[config.mk]
export PLATFORM = sky130hd
export DESIGN_NAME = bcd_display_scanner
export DESIGN_NICKNAME = d
export VERILOG_FILES = /design/src/rtl/scan_pkg.sv /design/src/rtl/dwell_timer.sv /design/src/rtl/scan_fsm.sv /design/src/rtl/digit_blanker.sv /design/src/rtl/seg_decoder.sv /design/src/rtl/bcd_display_scanner.sv
export SDC_FILE = /design/constraint.sdc
export NUM_CORES = 1
export LEC_CHECK = 0
export BUFFER_PORTS_ARGS = -buffer_cell sky130_fd_sc_hd__buf_2
export CORE_MARGIN = 4
export CORE_UTILIZATION = 58
export DETAILED_ROUTE_END_ITERATION = 8
export PLACE_DENSITY = 0.84
export SYNTH_ARGS = -nofsm -noshare
export SYNTH_HDL_FRONTEND = slang
export SYNTH_HIERARCHICAL = 1
export SYNTH_SLANG_ARGS = --single-unit
[constraint.sdc]
create_clock -name clk -period 4.3 [get_ports clk]
set_clock_uncertainty 0.1 [all_clocks]
set_input_delay 1.29 -clock clk [delete_from_list [all_inputs] [get_ports clk]]
set_output_delay 1.29 -clock clk [all_outputs]
set_load 0.05 [all_outputs]
[src/rtl/scan_pkg.sv]
package scan_pkg;
    localparam int NUM_DIGITS = 6;
    localparam int DIGIT_W    = 4;
    localparam int SEG_W      = 7;
    localparam int VALUE_W    = NUM_DIGITS * DIGIT_W;
    localparam int POS_W      = $clog2(NUM_DIGITS);

    typedef enum logic [POS_W-1:0] {
        SCAN_D0 = 3'd0,
        SCAN_D1 = 3'd1,
        SCAN_D2 = 3'd2,
        SCAN_D3 = 3'd3,
        SCAN_D4 = 3'd4,
        SCAN_D5 = 3'd5
    } scan_state_t;

    typedef logic [DIGIT_W-1:0] bcd_digit_t;
    typedef logic [SEG_W-1:0]   seg_pat_t;
endpackage

[src/rtl/dwell_timer.sv]
module dwell_timer #(
    parameter int DWELL = 50000
) (
    input  logic clk,
    input  logic rst,
    output logic tick
);
    localparam int CW = (DWELL > 1) ? $clog2(DWELL) : 1;

    logic [CW-1:0] count_q;

    assign tick = (count_q == CW'(DWELL - 1));

    always_ff @(posedge clk) begin
        if (rst)       count_q <= '0;
        else if (tick) count_q <= '0;
        else           count_q <= count_q + 1'b1;
    end

    // the dwell counter never leaves its window
    assert_dwell_bound_R2: assert property (@(posedge clk) disable iff (rst)
        int'(count_q) < DWELL);
endmodule

[src/rtl/scan_fsm.sv]
module scan_fsm
    import scan_pkg::*;
(
    input  logic                  clk,
    input  logic                  rst,
    input  logic                  tick,
    output logic [POS_W-1:0]      pos,
    output logic [NUM_DIGITS-1:0] select
);
    scan_state_t state_q, state_d;

    always_comb begin
        state_d = state_q;
        if (tick) begin
            unique case (state_q)
                SCAN_D0: state_d = SCAN_D1;
                SCAN_D1: state_d = SCAN_D2;
                SCAN_D2: state_d = SCAN_D3;
                SCAN_D3: state_d = SCAN_D4;
                SCAN_D4: state_d = SCAN_D5;
                SCAN_D5: state_d = SCAN_D0;
                default: state_d = SCAN_D0;
            endcase
        end
    end

    always_ff @(posedge clk) begin
        if (rst) state_q <= SCAN_D0;
        else     state_q <= state_d;
    end

    always_comb begin
        pos    = POS_W'(state_q);
        select = '0;
        unique case (state_q)
            SCAN_D0: select[0] = 1'b1;
            SCAN_D1: select[1] = 1'b1;
            SCAN_D2: select[2] = 1'b1;
            SCAN_D3: select[3] = 1'b1;
            SCAN_D4: select[4] = 1'b1;
            SCAN_D5: select[5] = 1'b1;
            default: select    = '0;
        endcase
    end

    // position only moves on a dwell tick
    assert_hold_without_tick_R2: assert property (@(posedge clk) disable iff (rst)
        !tick |=> $stable(state_q));
endmodule

[src/rtl/digit_blanker.sv]
module digit_blanker
    import scan_pkg::*;
(
    input  logic [VALUE_W-1:0]    value,
    output logic [NUM_DIGITS-1:0] blank
);
    logic [NUM_DIGITS:0] upper_zero;

    assign upper_zero[NUM_DIGITS] = 1'b1;

    for (genvar i = NUM_DIGITS - 1; i >= 0; i--) begin : g_chain
        assign upper_zero[i] = upper_zero[i+1] && (value[i*DIGIT_W +: DIGIT_W] == '0);
        if (i == 0) begin : g_keep
            assign blank[i] = 1'b0;
        end else begin : g_lead
            assign blank[i] = upper_zero[i];
        end
    end
endmodule

[src/rtl/seg_decoder.sv]
module seg_decoder
    import scan_pkg::*;
(
    input  bcd_digit_t digit,
    output seg_pat_t   seg_n
);
    always_comb begin
        case (digit)
            4'd0:    seg_n = 7'b1000000;
            4'd1:    seg_n = 7'b1111001;
            4'd2:    seg_n = 7'b0100100;
            4'd3:    seg_n = 7'b0110000;
            4'd4:    seg_n = 7'b0011001;
            4'd5:    seg_n = 7'b0010010;
            4'd6:    seg_n = 7'b0000010;
            4'd7:    seg_n = 7'b1111000;
            4'd8:    seg_n = 7'b0000000;
            4'd9:    seg_n = 7'b0010000;
            default: seg_n = 7'b1111111;
        endcase
    end
endmodule

[src/rtl/bcd_display_scanner.sv]
module bcd_display_scanner
    import scan_pkg::*;
#(
    parameter int DWELL = 50000
) (
    input  logic        clk,
    input  logic        rst,
    input  logic [23:0] bcd_value,
    output logic [5:0]  digit_en_n,
    output logic [6:0]  seg_n
);
    logic                  tick;
    logic [POS_W-1:0]      pos;
    logic [NUM_DIGITS-1:0] select;
    logic [NUM_DIGITS-1:0] blank;
    bcd_digit_t            cur_digit;
    seg_pat_t              cur_pat;
    logic                  cur_blank;

    dwell_timer #(.DWELL(DWELL)) u_timer (
        .clk  (clk),
        .rst  (rst),
        .tick (tick)
    );

    scan_fsm u_fsm (
        .clk    (clk),
        .rst    (rst),
        .tick   (tick),
        .pos    (pos),
        .select (select)
    );

    digit_blanker u_blank (
        .value (bcd_value),
        .blank (blank)
    );

    assign cur_digit = bcd_value[int'(pos)*DIGIT_W +: DIGIT_W];
    assign cur_blank = blank[pos];

    seg_decoder u_dec (
        .digit (cur_digit),
        .seg_n (cur_pat)
    );

    always_ff @(posedge clk) begin
        if (rst) begin
            digit_en_n <= '1;
            seg_n      <= '1;
        end else if (cur_blank) begin
            digit_en_n <= '1;
            seg_n      <= '1;
        end else begin
            digit_en_n <= ~select;
            seg_n      <= cur_pat;
        end
    end

    // reset darkens the display on the following edge
    assert_reset_dark_R1: assert property (@(posedge clk)
        rst |=> (digit_en_n == '1 && seg_n == '1));

    // never two positions lit together
    assert_single_enable_R5: assert property (@(posedge clk) disable iff (rst)
        $onehot0(~digit_en_n));

    // with no position enabled the segment lines stay dark
    assert_dark_when_blank_R6: assert property (@(posedge clk) disable iff (rst)
        (digit_en_n == '1) |-> (seg_n == '1));
endmodule

==> out/results.ini <==
[die]
rows = 20
io_pins = 39
coreArea_sq_um = 3050
dieHeight_microns = 64.7
dieWidth_microns = 64.7
start_util_pct = 61.1
die_area_sq_um = 4190

[pwr]
leakage_nw = 0.762
vdd_drop_max_v = 0.000242
power.density_nw_per_um2 = 290

[drt]
route.detailed.drc = 0
vias = 1580
finalWirelength_microns = 3700
first_pass_iters = 4
wire_per_inst_microns = 12.7
final_antenna_net_count = 0
drtIter0Drc = 87
vias_per_cell = 5.41

[clock_network]
cts_max_path_buffers = 2
cts_hold_buf = 0
tritoncts = yes
cts_sinks = 32
cts_root_buf = clkbuf_4
clkSlewWorstSetupHoldPaths_ns = 0.09
numCtsBuffers = 5
ctsResizeCount = 0
cts_max_level = 2
cts_setup_buffers = 0
worstSkewPairLatency_ns = 0.32

[sta]
fin_crit_sh_pct = 66.1
rsz0062_at_grt = false
worst_slack_ns = 1.46
setup_viol = 0
maxSlewViolCount = 0
slew_headroom_pct = 45.7
worstMarginPinSlew_ns = 0.815
setup_tns_ns = 0
fmax_mhz = 352
fin_crit_ns = 2.84
final-hold-violation-count = 0

[cells_and_area]
multi_input_area_sq_um = 1100
fin_area_sq_um = 2080
n_antenna_cell = 0
final_nets = 279
syn_to_final_growth_pct = 11.3
fill_cells = 262
drive_gt1_share_pct = 23.4
register_area_sq_um = 641

[global_route]
track_usage_pct = 20.0
grt_overflow = 0
grt_pass1_wl_microns = 6560
first_global_vias = 1517
grt_antenna_before_repair = 0
grt_max_degree = 22

[critical_path]
crit_chain = buf_2 > mux2i_1 > o221ai_1 > inv_1 > ha_1 > or2_1 > a21oi_1 > nor2_1 > nor2_1 > nand3_1
critPathArrivalTime_ns = 2.94
critPathTopFamily = compound AO/OA/AOI/OAI gates
cp-start-kind = primary input
crit_required_ns = 4.40
crit_top_cell = nor2_1
slowest_delay_ns = 0.47
crit_slowest_cell = o221ai_1
crit_path_end_kind = register
cp_max_fo = 5
critical_path_class = in -> reg
worst-path-buf-inv = 2

[logic_synthesis]
synth_nets = 245
avgSynthCellArea_sq_um = 8.76
ys_seq_elements = 32
ys_types = 42
synth_common_cells = nor2_1 (34), dfxtp_1 (32), nand2_1 (14), xnor2_1 (13), nand3_1 (12)
synth_most_common_cell = nor2_1
yosys_warnings = 6
synthArstFlopShare_pct = 0
synthFlopType = dfxtp_1
synth-edff-count = 0
synth_area_leaders = dfxtp_1 (34%), nor2_1 (6.8%), xnor2_1 (6.1%), mux2i_1 (5.4%), ha_1 (4.0%)
synth_area_sq_um = 1870
yosys.area.top_type = dfxtp_1
yosysSeqAreaShare_pct = 34.3
netlist.area_leader.share_pct = 34.3
syn_inst = 213

[place]
dp_hpwl_microns = 2830
port_buffers = 38
place_area_sq_um = 2020
post-place-ws_ns = 1.12
gp_congestion = 0.886

[status]
status = complete, no violations

[worst_hold_path]
hp-class = reg -> reg

[job]
maxCapViolCount = 0

[cells by family after synthesis]
kind of cell	share of synthesized area [%]
muxes	8.58
other	0.201
adders and majority gates	4.02
buffers and inverters	6.57
xor gates and xnor gates	6.57
DFF	34.3
and+or+nand+nor	31.9
AOI/OAI and AO/OA	7.78
[worst paths after layout]
path | start | to | slack, ns | cells past startpoint
setup reg to reg | u_fsm/pos[0]$_SDFFE_PP0P_ | seg_n[3]$_SDFF_PP1_ | 1.56 | 9
hold / removal | u_timer/count_q[0]$_SDFF_PP0_ | u_timer/count_q[0]$_SDFF_PP0_ | 0.38 | 1
setup / recovery | bcd_value[21] | seg_n[3]$_SDFF_PP1_ | 1.46 | 10
hold reg to reg | u_timer/count_q[0]$_SDFF_PP0_ | u_timer/count_q[0]$_SDFF_PP0_ | 0.38 | 1
[cell type report]
class                   count  share of cell area (%)
multi-input cells         162                    53.1
flip-flops and latches     32                    30.8
repair buffers             38                    9.16
clock buffers               8                    2.83
well taps                  44                    2.65
inverters                   8                    1.45
[worst reg2reg max path: stages, from the launching register on]
cell and delay [ns]:
dfxtp_1 0.70, nand2b_1 0.30, o221ai_1 0.51, inv_1 0.19, ha_1 0.22, or2_1 0.21
a21oi_1 0.14, nor2_1 0.05, nor2_1 0.10, nand3_1 0.09
[registers in the layout, indices dropped and copies added, names as in the netlist]
| register | count |
|---|---|
| digit_en_n | 6 |
| u_timer/count_q | 16 |
| u_fsm/pos | 3 |
| seg_n | 7 |
[stage by stage]
stage	std cells	power, mW	hold WS (ns)	util [%]
after detailed placement	284	0.435	0.360	66.1
after global routing	292	0.640	0.414	68.0
after floorplan	213	0.411	0.330	-
final	292	0.602	0.375	68.0
after CTS	292	0.610	0.381	68.0
after global placement	284	0.432	0.346	66.1
[placed cells by master, fill, tap and decap left out, types with 2 or more instances in the layout]
| cell | n |
|---|---|
| or2_1 | 2 |
| nand2_1 | 14 |
| nor3_1 | 6 |
| nand3b_1 | 2 |
| nor2_1 | 34 |
| nand4_1 | 3 |
| a21oi_1 | 6 |
| o221ai_1 | 4 |
| buf_2 | 38 |
| or4_1 | 2 |
| nand4b_1 | 6 |
| clkbuf_1 | 2 |
| nor3b_1 | 2 |
| dfxtp_1 | 32 |
| nand3_1 | 12 |
| o21ai_0 | 6 |
| xnor2_1 | 13 |
| nor4_2 | 2 |
| mux2i_1 | 10 |
| ha_1 | 6 |
| clkbuf_4 | 5 |
| inv_1 | 8 |
| nor4bb_1 | 2 |
| nor4_1 | 5 |
| mux2_2 | 4 |
| nand2b_1 | 6 |
[metal layers]
layer,vias to the layer above,share of wire [%],GRT usage (%)
li1,811,-,-
met3,8,4.5,5.89
met2,41,48,32.3
met4,0,2.2,9.50
met5,-,0,0
met1,720,45,24.2
[where the power goes]
part	internal, mW	leakage (nW)	switching (mW)
logic	0.0439	0.469	0.0699
registers	0.306	0.260	0.00909
clock network	0.0806	0.0326	0.0929
total	0.430	0.762	0.172
No activity file was read; power rests on OpenSTA's default activity.
